### config.mk
export PLATFORM = sky130hd
export DESIGN_NAME = fbc_frame_ctrl
export DESIGN_NICKNAME = d
export VERILOG_FILES = /design/src/rtl/fbc_pkg.sv /design/src/rtl/fbc_write_side.sv /design/src/rtl/fbc_read_side.sv /design/src/rtl/fbc_loss_watch.sv /design/src/rtl/fbc_frame_ctrl.sv
export SDC_FILE = /design/constraint.sdc
export NUM_CORES = 1
export LEC_CHECK = 0
export BUFFER_PORTS_ARGS = -buffer_cell sky130_fd_sc_hd__clkbuf_2
export CORE_MARGIN = 1.5
export CORE_UTILIZATION = 59
export DETAILED_ROUTE_END_ITERATION = 8
export PLACE_DENSITY = 0.81
export SKIP_CTS_REPAIR_TIMING = 1
export SLEW_MARGIN = 25
export SYNTH_ARGS = -nofsm -noshare
export SYNTH_HDL_FRONTEND = slang
export SYNTH_SLANG_ARGS = --single-unit
### constraint.sdc
create_clock -name clk -period 4.3 [get_ports clk]
set_clock_uncertainty 0.2 [all_clocks]
set_input_delay 1.29 -clock clk [delete_from_list [all_inputs] [get_ports clk]]
set_output_delay 1.29 -clock clk [all_outputs]
set_load 0.01 [all_outputs]
### src/rtl/fbc_pkg.sv
// Shared definitions for the frame buffer controller.
package fbc_pkg;
    typedef enum logic {
        BUF_TRIPLE = 1'b0,
        BUF_DOUBLE = 1'b1
    } buf_mode_e;
endpackage

### src/rtl/fbc_write_side.sv
// Write side: picks the slot for each incoming frame, walks the raster
// position, and publishes a slot as newest once its frame is complete.
// Assumes frame_start is a single-cycle strobe and pixels arrive in raster order.
module fbc_write_side
    import fbc_pkg::*;
#(
    parameter int SLOTS       = 3,
    parameter int LINE_PIX    = 8,
    parameter int FRAME_LINES = 4,
    localparam int SLOT_W = $clog2(SLOTS),
    localparam int COL_W  = $clog2(LINE_PIX),
    localparam int LINE_W = $clog2(FRAME_LINES + 1)
) (
    input  logic              clk,
    input  logic              rst_n,
    input  buf_mode_e         mode,
    input  logic              frame_start,
    input  logic              pix_valid,
    input  logic [SLOT_W-1:0] rd_slot,
    output logic [SLOT_W-1:0] cur_slot,
    output logic [SLOT_W-1:0] pick_slot,
    output logic [COL_W-1:0]  cur_col,
    output logic [LINE_W-1:0] lines_done,
    output logic [SLOT_W-1:0] newest,
    output logic              newest_ok,
    output logic              wr_en
);
    logic active;

    // Slot for the next frame: alternate 0/1 when locked, else the lowest free slot.
    always_comb begin
        pick_slot = '0;
        if (mode == BUF_DOUBLE) begin
            pick_slot = (cur_slot == '0) ? SLOT_W'(1) : '0;
        end else begin
            for (int i = SLOTS - 1; i >= 0; i--) begin
                if (SLOT_W'(i) != rd_slot && !(newest_ok && SLOT_W'(i) == newest))
                    pick_slot = SLOT_W'(i);
            end
        end
    end

    // A pixel is stored only inside an open frame and never on the start cycle.
    assign wr_en = pix_valid && active && !frame_start;

    // Raster position, frame completion and newest-frame bookkeeping.
    always_ff @(posedge clk) begin
        if (!rst_n) begin
            cur_slot   <= '0;
            cur_col    <= '0;
            lines_done <= '0;
            active     <= 1'b0;
            newest     <= '0;
            newest_ok  <= 1'b0;
        end else if (frame_start) begin
            cur_slot   <= pick_slot;
            cur_col    <= '0;
            lines_done <= '0;
            active     <= 1'b1;
        end else if (wr_en) begin
            if (cur_col == COL_W'(LINE_PIX - 1)) begin
                cur_col    <= '0;
                lines_done <= lines_done + 1'b1;
                if (lines_done == LINE_W'(FRAME_LINES - 1)) begin
                    active    <= 1'b0;
                    newest    <= cur_slot;
                    newest_ok <= 1'b1;
                end
            end else begin
                cur_col <= cur_col + 1'b1;
            end
        end
    end

    // locked frames alternate between the two low slots.
    a_r4_double_alternate: assert property (@(posedge clk) disable iff (!rst_n)
        (frame_start && mode == BUF_DOUBLE) |=> (cur_slot != $past(cur_slot)) && (cur_slot < SLOT_W'(2)));

    // the completed-line count never passes the frame height.
    a_r9_lines_bound: assert property (@(posedge clk) disable iff (!rst_n)
        lines_done <= LINE_W'(FRAME_LINES));
endmodule

### src/rtl/fbc_read_side.sv
// Read side: chooses the slot at each output frame start, walks the raster
// position on granted requests, and holds a locked reader behind the writer.
// Assumes rd frame starts are single-cycle strobes.
module fbc_read_side
    import fbc_pkg::*;
#(
    parameter int SLOTS       = 3,
    parameter int LINE_PIX    = 8,
    parameter int FRAME_LINES = 4,
    localparam int SLOT_W = $clog2(SLOTS),
    localparam int COL_W  = $clog2(LINE_PIX),
    localparam int LINE_W = $clog2(FRAME_LINES + 1)
) (
    input  logic              clk,
    input  logic              rst_n,
    input  buf_mode_e         mode,
    input  logic              frame_start,
    input  logic              req,
    input  logic              blank,
    input  logic [SLOT_W-1:0] live_slot,
    input  logic [SLOT_W-1:0] newest,
    input  logic              newest_ok,
    input  logic [LINE_W-1:0] wr_lines,
    input  logic [LINE_W-1:0] offset,
    output logic [SLOT_W-1:0] cur_slot,
    output logic [COL_W-1:0]  cur_col,
    output logic [LINE_W-1:0] cur_line,
    output logic              grant,
    output logic              zero_fill,
    output logic              underrun
);
    logic has_content;
    logic in_frame;
    logic caught_up;
    logic allowed;
    logic stall;

    // Decide whether the pending request may be served this cycle.
    always_comb begin
        in_frame  = cur_line < LINE_W'(FRAME_LINES);
        caught_up = (wr_lines == LINE_W'(FRAME_LINES)) ||
                    ({1'b0, wr_lines} > ({1'b0, cur_line} + {1'b0, offset}));
        allowed   = blank || (mode == BUF_TRIPLE) || caught_up;
        grant     = req && !frame_start && in_frame && allowed;
        stall     = req && !frame_start && in_frame && !allowed;
    end

    assign zero_fill = blank || !has_content;

    // Slot choice at frame start and raster advance on grants.
    always_ff @(posedge clk) begin
        if (!rst_n) begin
            cur_slot    <= '0;
            cur_col     <= '0;
            cur_line    <= LINE_W'(FRAME_LINES);
            has_content <= 1'b0;
        end else if (frame_start) begin
            cur_col  <= '0;
            cur_line <= '0;
            if (mode == BUF_DOUBLE) begin
                cur_slot    <= live_slot;
                has_content <= 1'b1;
            end else if (newest_ok) begin
                cur_slot    <= newest;
                has_content <= 1'b1;
            end
        end else if (grant) begin
            if (cur_col == COL_W'(LINE_PIX - 1)) begin
                cur_col  <= '0;
                cur_line <= cur_line + 1'b1;
            end else begin
                cur_col <= cur_col + 1'b1;
            end
        end
    end

    // Sticky record of any locked-mode hold.
    always_ff @(posedge clk) begin
        if (!rst_n) underrun <= 1'b0;
        else if (stall) underrun <= 1'b1;
    end

    // once raised, the underrun flag stays up.
    a_r6_underrun_sticky: assert property (@(posedge clk) disable iff (!rst_n)
        underrun |=> underrun);

    // a held request leaves the read position where it was.
    a_r6_hold_position: assert property (@(posedge clk) disable iff (!rst_n)
        (req && !frame_start && !grant) |=> $stable(cur_line) && $stable(cur_col));
endmodule

### src/rtl/fbc_loss_watch.sv
// Input-loss watchdog: counts output frames since the last input frame start
// and blanks whole output frames once the programmed limit is reached.
// Assumes both start strobes are single-cycle; a limit of zero disables it.
module fbc_loss_watch #(
    parameter int LOSS_W = 8
) (
    input  logic              clk,
    input  logic              rst_n,
    input  logic              wr_start,
    input  logic              rd_start,
    input  logic [LOSS_W-1:0] limit,
    output logic              blank
);
    logic [LOSS_W-1:0] frames_idle;
    logic [LOSS_W:0]   idle_inc;

    assign idle_inc = {1'b0, frames_idle} + 1'b1;

    // Idle-frame counter, saturating at its maximum.
    always_ff @(posedge clk) begin
        if (!rst_n) frames_idle <= '0;
        else if (wr_start) frames_idle <= '0;
        else if (rd_start && !(&frames_idle)) frames_idle <= idle_inc[LOSS_W-1:0];
    end

    // Blank decision, taken only at output frame starts.
    always_ff @(posedge clk) begin
        if (!rst_n) blank <= 1'b0;
        else if (rd_start) blank <= !wr_start && (limit != '0) && (idle_inc >= {1'b0, limit});
    end

    // an input frame start at an output frame start never blanks it.
    a_r7_input_clears: assert property (@(posedge clk) disable iff (!rst_n)
        (wr_start && rd_start) |=> !blank);

    // a zero limit disables blanking.
    a_r7_zero_disables: assert property (@(posedge clk) disable iff (!rst_n)
        (rd_start && limit == '0) |=> !blank);
endmodule

### src/rtl/fbc_frame_ctrl.sv
// Frame buffer controller top: slot storage plus write side, read side and
// input-loss watchdog. Read data is registered, one cycle after a grant.
// Assumes lock_en and line_offset only change while both sides are idle.
module fbc_frame_ctrl
    import fbc_pkg::*;
#(
    parameter int PIX_W       = 8,
    parameter int SLOTS       = 3,
    parameter int LINE_PIX    = 8,
    parameter int FRAME_LINES = 4,
    parameter int LOSS_W      = 8,
    localparam int SLOT_W    = $clog2(SLOTS),
    localparam int COL_W     = $clog2(LINE_PIX),
    localparam int LINE_W    = $clog2(FRAME_LINES + 1),
    localparam int FRAME_PIX = LINE_PIX * FRAME_LINES,
    localparam int DEPTH     = SLOTS * FRAME_PIX,
    localparam int ADDR_W    = $clog2(DEPTH)
) (
    input  logic              clk,
    input  logic              rst_n,
    input  logic              lock_en,
    input  logic [LINE_W-1:0] line_offset,
    input  logic [LOSS_W-1:0] loss_limit,
    input  logic              wr_frame_start,
    input  logic              wr_valid,
    input  logic [PIX_W-1:0]  wr_data,
    input  logic              rd_frame_start,
    input  logic              rd_req,
    output logic              rd_valid,
    output logic [PIX_W-1:0]  rd_data,
    output logic              underrun,
    output logic [SLOT_W-1:0] wr_slot,
    output logic [SLOT_W-1:0] rd_slot
);
    buf_mode_e         mode;
    logic [SLOT_W-1:0] pick_slot;
    logic [SLOT_W-1:0] live_slot;
    logic [COL_W-1:0]  w_col;
    logic [LINE_W-1:0] w_lines;
    logic [SLOT_W-1:0] newest;
    logic              newest_ok;
    logic              w_en;
    logic [COL_W-1:0]  r_col;
    logic [LINE_W-1:0] r_line;
    logic              r_grant;
    logic              r_zero;
    logic              blank;
    logic [ADDR_W-1:0] w_addr;
    logic [ADDR_W-1:0] r_addr;
    logic [PIX_W-1:0]  store [DEPTH];

    assign mode      = lock_en ? BUF_DOUBLE : BUF_TRIPLE;
    assign live_slot = wr_frame_start ? pick_slot : wr_slot;
    assign w_addr    = ADDR_W'(int'(wr_slot) * FRAME_PIX + int'(w_lines) * LINE_PIX + int'(w_col));
    assign r_addr    = ADDR_W'(int'(rd_slot) * FRAME_PIX + int'(r_line) * LINE_PIX + int'(r_col));

    fbc_write_side #(.SLOTS(SLOTS), .LINE_PIX(LINE_PIX), .FRAME_LINES(FRAME_LINES)) u_wr (
        .clk(clk), .rst_n(rst_n), .mode(mode), .frame_start(wr_frame_start),
        .pix_valid(wr_valid), .rd_slot(rd_slot), .cur_slot(wr_slot),
        .pick_slot(pick_slot), .cur_col(w_col), .lines_done(w_lines),
        .newest(newest), .newest_ok(newest_ok), .wr_en(w_en)
    );

    fbc_read_side #(.SLOTS(SLOTS), .LINE_PIX(LINE_PIX), .FRAME_LINES(FRAME_LINES)) u_rd (
        .clk(clk), .rst_n(rst_n), .mode(mode), .frame_start(rd_frame_start),
        .req(rd_req), .blank(blank), .live_slot(live_slot), .newest(newest),
        .newest_ok(newest_ok), .wr_lines(w_lines), .offset(line_offset),
        .cur_slot(rd_slot), .cur_col(r_col), .cur_line(r_line),
        .grant(r_grant), .zero_fill(r_zero), .underrun(underrun)
    );

    fbc_loss_watch #(.LOSS_W(LOSS_W)) u_loss (
        .clk(clk), .rst_n(rst_n), .wr_start(wr_frame_start),
        .rd_start(rd_frame_start), .limit(loss_limit), .blank(blank)
    );

    // Frame storage write port.
    always_ff @(posedge clk) begin
        if (w_en) store[w_addr] <= wr_data;
    end

    // Registered read port: zero when blanked or nothing to show.
    always_ff @(posedge clk) begin
        if (!rst_n) begin
            rd_valid <= 1'b0;
            rd_data  <= '0;
        end else begin
            rd_valid <= r_grant;
            if (r_grant) rd_data <= r_zero ? '0 : store[r_addr];
        end
    end

    // a free-running writer never shares the reader's slot.
    a_r2_slot_split: assert property (@(posedge clk) disable iff (!rst_n)
        (wr_frame_start && !lock_en) |=> wr_slot != rd_slot);

    // a locked reader ahead of the trailing window gets no pixel.
    a_r6_trail_gate: assert property (@(posedge clk) disable iff (!rst_n)
        (lock_en && !blank && rd_req && !rd_frame_start && w_lines < LINE_W'(FRAME_LINES) &&
         ({1'b0, w_lines} <= ({1'b0, r_line} + {1'b0, line_offset}))) |=> !rd_valid);

    // pixels served in a blanked frame are zero.
    a_r7_blank_zero: assert property (@(posedge clk) disable iff (!rst_n)
        (r_grant && blank) |=> rd_data == '0);

    // every delivered pixel answers a request in the previous cycle.
    a_r8_valid_needs_req: assert property (@(posedge clk) disable iff (!rst_n)
        rd_valid |-> $past(rd_req));
endmodule

# After elaboration in Yosys (flattened, before gate mapping)
# Memories as Yosys holds them, arrays and structs flattened.
# Cells that the tools add are included.
dict set report totals {
  regBits 40
  latchBits 0
  ramBits 768
  romBits 0
  inputBits 26
  output_inout_bits 14
  word_cells 110
  n_memories 1
}
# memory words word_bits read_ports rd_clocked_by_memory_dff write_ports line_no
set memory_table {}
lappend memory_table {store 96 8 1 0 1 fbc_frame_ctrl.sv:50} ;# logic [PIX_W-1:0] store [DEPTH];
dict set report classes {
  add_sub_neg 10
  mul 0
  n_div 0
  n_lt_le_gt_ge 3
  eq_ne 8
  shifts 0
  mux 23
  n_bitwise 3
  n_reduce_logical 46
}
# op count
set ops {}
lappend ops {{$logic_and A1 B1 Y1} 15}
lappend ops {{$mux W3} 5}
lappend ops {{$add A7 B3 Y7} 2}
lappend ops {{$add A7 B6 Y7} 2}
lappend ops {{$mux W2} 7}
lappend ops {{$reduce_bool A2 Y1} 7}
lappend ops {{$add A3 B1 Y3 const B} 4}
lappend ops {{$mux W1} 10}
lappend ops {{$add A8 B1 Y9 const B} 1}
lappend ops {{$eq A3 B3 Y1 const B} 3}
lappend ops {{$ge A9 B8 Y1} 1}
lappend ops {{$logic_not A1 Y1} 8}
lappend ops {{$mux W8} 1}
lappend ops {{$reduce_and A2 Y1} 4}
lappend ops {{$reduce_and A8 Y1} 1}
lappend ops {{$reduce_bool A8 Y1} 1}
lappend ops {{$add A3 B3 Y4} 1}
lappend ops {{$gt A3 B4 Y1} 1}
lappend ops {{$logic_not A2 Y1} 2}
lappend ops {{$logic_or A1 B1 Y1} 4}
lappend ops {{$reduce_and A4 Y1} 1}
lappend ops {{$reduce_or A2 Y1} 2}
lappend ops {{$eq A3 B2 Y1 const B} 1}
lappend ops {{$lt A3 B3 Y1 const B} 1}
lappend ops {{other kinds (6)} 8}

# Longest topological paths before layout
dict set report depth {
  word_depth 10
  mapped_depth 12
}

# Hierarchy
# Synthesis repeated with hierarchy kept, for this count alone.
dict set report hier_totals {
  hier_cells 1735
  area_unflattened_um2 32518.7
}
# mod n_inst cells_each area_per_inst_um2 seq_area_each_um2
set modules_own_cells {}
lappend modules_own_cells {fbc_frame_ctrl 1 1504 30445.4 23242.3}
lappend modules_own_cells {fbc_loss_watch 1 92 759.5 180.2}
lappend modules_own_cells {fbc_read_side 1 74 704.4 200.2}
lappend modules_own_cells {fbc_write_side 1 65 609.3 240.2}

# Least setup slack after synthesis
# OpenSTA, ideal clock, no wires.
dict set report synth_timing {
  kind {input to register}
  from {input line_offset[0]}
  to {register rd_data[1]}
  arrival_ps 3555
  t_required_ps 3971
  path_slack_ps 416
  path_stages 12
  path_cell_list {ha_1 fa_1 inv_1 ha_1 nor2b_1 o21a_1 o221ai_1 a21oi_1 nor2b_1 clkbuf_2 a22oi_1 o31ai_1}
}
dict set report synth_via {
  elab_chain_cells 5
}
# element line_no
set synth_rtl {}
lappend synth_rtl {{start, declared} fbc_frame_ctrl.sv:22} ;# input logic [LINE_W-1:0] line_offset,
lappend synth_rtl {{$add A3 B3 Y4} fbc_read_side.sv:42} ;# ({1'b0, wr_lines} > ({1'b0, cur_line} + {1'b0, offset}));
lappend synth_rtl {{$gt A3 B4 Y1} fbc_read_side.sv:42}
lappend synth_rtl {{$logic_or A1 B1 Y1} fbc_read_side.sv:41} ;# caught_up = (wr_lines == LINE_W'(FRAME_LINES)) ||
lappend synth_rtl {{$logic_or A1 B1 Y1} fbc_read_side.sv:43} ;# allowed = blank || (mode == BUF_TRIPLE) || caught_up;
lappend synth_rtl {{$logic_and A1 B1 Y1} fbc_read_side.sv:44} ;# grant = req && !frame_start && in_frame && allowed;
lappend synth_rtl {{end signal, assigned} fbc_frame_ctrl.sv:89} ;# if (r_grant) rd_data <= r_zero ? '0 : store[r_addr];
lappend synth_rtl {{end, declared} fbc_frame_ctrl.sv:30} ;# output logic [PIX_W-1:0] rd_data,
# No other way between the ends.
# A chain may end at the register's enable or synchronous reset.

# Worst setup path in the final report
# Same ends and word-level chain as after synthesis.

==> flow_summary_export.csv <==
group,metric,value,unit
power,peakVddDrop,367.1,uV
outcome,status,"complete, no violations",
placement,dp_hpwl,45.61,mm
critical_path,arrival,3.92,ns
critical_path,slowest_stage,"fa_1",
timing,fin_crit,3.622,ns
critical_path,critPathMaxStageDelay,0.49,ns
power,combPwrFrac,2.1,%
synthesis,netlist_area,31860,sq um
power,total_leakage_power,0.01136,uW
global_route,antenna_found_initial,0,
detailed_routing,vias,17204,
hold_path,hold_path.class,"flop to flop",
critical_path,crit_top_cell,"ha_1",
power,power_per_cell_area,435.4,nW/um^2
detailed_routing,postRouteAntennaNets,0,
detailed_routing,drtIter0Drc,2370,
synthesis,syn_avg_cell_area,19.24,sq um
global_route,grtUsageTotal,27.95,%
detailed_routing,highest_layer,"met4",
timing,fmax,276.1,MHz
clocking,clk_latency,0.63,ns
synthesis,synth_nets,1711,
timing,tns,0,ns
hold_path,min_from,"u_rd.has_content",
clocking,cts_tree,"yes",
critical_path,cp_cell_sequence,"clkbuf_2 -> ha_1 -> fa_1 -> inv_1 -> ha_1 -> nor2b_1 -> o21a_1 -> o221ai_1 -> a211o_1 -> nor2_1 -> a22oi_1 -> o31ai_1",
detailed_routing,viasPerCell,6.699,
power,power.share.switching,19.92,%
power,power_frac_clock,43.0,%
timing,worst_pin_slew,0.8890,ns
layout,design_area,36050,sq um
placement,place_area,33520,sq um
timing,final_max_slew_viol_count,0,
timing,rsz0062_at_grt,"false",
synthesis,seq_area_frac_synth,74.89,%
power,p_switching,3127,uW
layout,regArea,23870,sq um
critical_path,cp.buffers_inverters,2,
floorplanning,die_x,235.4,microns
power,p_int,12570,uW
floorplanning,fp.coreArea,52970,sq um
placement,io_buffer_count,39,
floorplanning,std_cell_rows,84,
critical_path,cp_max_fo,10,
critical_path,worstRegToRegCells,7,
critical_path,reg2reg_to,"rd_data[2]",
synthesis,yosys_warnings,0,
critical_path,cp.required,4.59,ns
detailed_routing,avgRoutedWirePerCell,29.86,microns
timing,setup_viol,0,
layout,num_antenna_cells,0,
critical_path,start_kind,"input pin",
layout,areaGrowthSynthToFinish,13.16,%
synthesis,synth_top_area_share,72.38,%
floorplanning,ioPinCount,40,
clocking,cts_sinks,808,
synthesis,netlist_top_cells_area,"edfxtp_1 (72%), mux4_2 (13%), dfxtp_1 (2.5%)",
detailed_routing,drcViolationCount,0,
critical_path,reg2reg_from,"u_rd.cur_col[0]",
synthesis,synth-main-ff-cell,"edfxtp_1",
detailed_routing,m1WireLength,27.86,mm
timing,whs,0.2754,ns
critical_path,r2r_slack,0.98,ns
timing,max-slew-margin-rel,40.74,%
placement,routabilityCongestion,0.9117,
layout,n_fill_cell,3202,
synthesis,ys_async_sr_fraction,0,%
run,cap_violations,0,
layout,final_common_cell,"edfxtp_1",
timing,fin_crit_sh,84.23,%
clocking,clk_pin_slew,0.06,ns
layout,final_cell_mix,"edfxtp_1 (768), mux4_2 (179), nor2_1 (154), buf_4 (108), clkbuf_16 (81)",
global_route,grt_pass1_vias,17154,
synthesis,synth_edf_count,768,
detailed_routing,wl,76.68,mm
timing,hold_violations,0,
clocking,cts_max_level,3,
detailed_routing,dr_wl_met2,37.07,mm
detailed_routing,wl_met3,8.520,mm
global_route,grt_start_max_net_pins,97,
clocking,root_buffer,"clkbuf_16",
synthesis,synthDistinctLibCells,54,
clocking,cts_max_path_buffers,3,
critical_path,critPathTopFamily,"compound AO/OA/AOI/OAI gates",
floorplanning,die_height,235.4,microns
global_route,grt_overflow_total,0,
hold_path,min_to,"u_rd.has_content",
synthesis,syn_inst,1656,
global_route,grt_pass1_wl,111.8,mm
hold_path,whs_path_depth,1,
synthesis,yosysTopAreaCell,"edfxtp_1",
floorplanning,start_util,60.15,%
critical_path,path_class,"input pin to flop",
synthesis,synth-seq-cells,808,
layout,drive_gt1_share,24.26,%
floorplanning,design.die.area,55410,sq um
power,seq_power_share,54.9,%
layout,multi_input_area,7521,sq um
critical_path,crit_cells,12,
layout,nets,1872,
clocking,cts_buffers,79,
critical_path,worstSetupEndpointType,"flop",
detailed_routing,drtPass1Iterations,7,
## routing by layer
| metal | GRT usage, % | vias to the layer above |
|---|---|---|
| met3 | 7.610 | 215 |
| met4 | 11.36 | 0 |
| met1 | 37.09 | 8754 |
| met2 | 44.42 | 1186 |
| met5 | 0 | - |
| li1 | - | 7049 |
## per-stage QoR
| step | std cells | setup WS (ns) | power (uW) | util (%) |
|---|---|---|---|---|
| 2_1_floorplan | 1656 | 0.4162 | 8904 | - |
| 3_3_place_gp | 2423 | 0.2186 | 9094 | 63.27 |
| 3_5_place_dp | 2423 | 0.1464 | 9110 | 63.29 |
| 4_1_cts | 2567 | 0.7148 | 15740 | 68.00 |
| 5_1_grt | 2568 | 0.5823 | 16060 | 68.07 |
| 6_report | 2568 | 0.6783 | 15700 | 68.07 |
## how the worst max path moves through the flow
stage | from | to | slack [ns]
2_1_floorplan | line_offset[0] | rd_data[1] | 0.42
3_3_place_gp | line_offset[0] | rd_data[1] | 0.22
3_5_place_dp | line_offset[0] | rd_data[1] | 0.15
4_1_cts | line_offset[0] | rd_data[1] | 0.71
5_1_grt | line_offset[0] | rd_data[1] | 0.58
6_report | line_offset[0] | rd_data[1] | 0.68
## worst reg2reg max path: cells and delay by family, from the launching register on
family / cells / cell delay (ns)
AO/OA/AOI/OAI: 3 / 0.89
buffers and inverters: 2 / 0.67
flip-flops: 1 / 0.72
multiplexers: 1 / 0.61
AND/OR/NAND/NOR: 1 / 0.09
## flip-flops by register name, summed over array words and instances (netlist names), 2 cells and up
register,cells
u_wr.cur_col,3
u_rd.cur_line,3
rd_data,8
u_loss.frames_idle,8
u_wr.newest,2
u_wr.cur_slot,2
u_rd.cur_col,3
u_rd.cur_slot,2
store,768
u_wr.lines_done,3
## cells in the mapped netlist, types with 5 or more instances
master / count
a22oi_1: 14
nor2b_1: 16
xnor2_1: 8
buf_2: 14
mux2i_1: 44
o21a_1: 7
clkbuf_1: 36
a21oi_1: 25
nand2_1: 65
inv_1: 17
dfxtp_1: 40
buf_4: 22
ha_1: 28
xor2_1: 9
nand3_1: 30
nand2b_1: 13
a211oi_1: 11
mux4_2: 179
o21ai_0: 12
edfxtp_1: 768
nor4_1: 5
nor2_1: 154
o31ai_1: 7
o22a_1: 5
o22ai_1: 44
nor3_1: 15
a31oi_1: 9
## logic make-up after synthesis
| logic type | after synthesis | synth area share, % |
|---|---|---|
| xor gates and xnor gates | 17 | 0.4673 |
| DFF | 808 | 74.89 |
| muxes | 227 | 14.18 |
| and+or+nand+nor | 315 | 4.328 |
| adders and majority gates | 29 | 1.162 |
| buffers and inverters | 96 | 1.524 |
| AOI/OAI and AO/OA | 164 | 3.448 |
## power groups by stage
stage	clock network (uW)	registers, uW	logic [uW]
after detailed placement	0	8790	318
after global placement	0	8790	304
after CTS	6800	8620	321
final	6750	8620	330
after floorplan	0	8790	115
after global routing	7090	8620	352
## final cells by class
cell class / count / area share, %
well taps: 688 / 2.388
inverters: 17 / 0.1770
flip-flops and latches: 808 / 66.21
repair buffers: 159 / 3.443
multi-input cells: 752 / 20.86
clock inverters: 40 / 0.9786
clock buffers: 104 / 5.945
No activity file was read; power rests on OpenSTA's default activity.
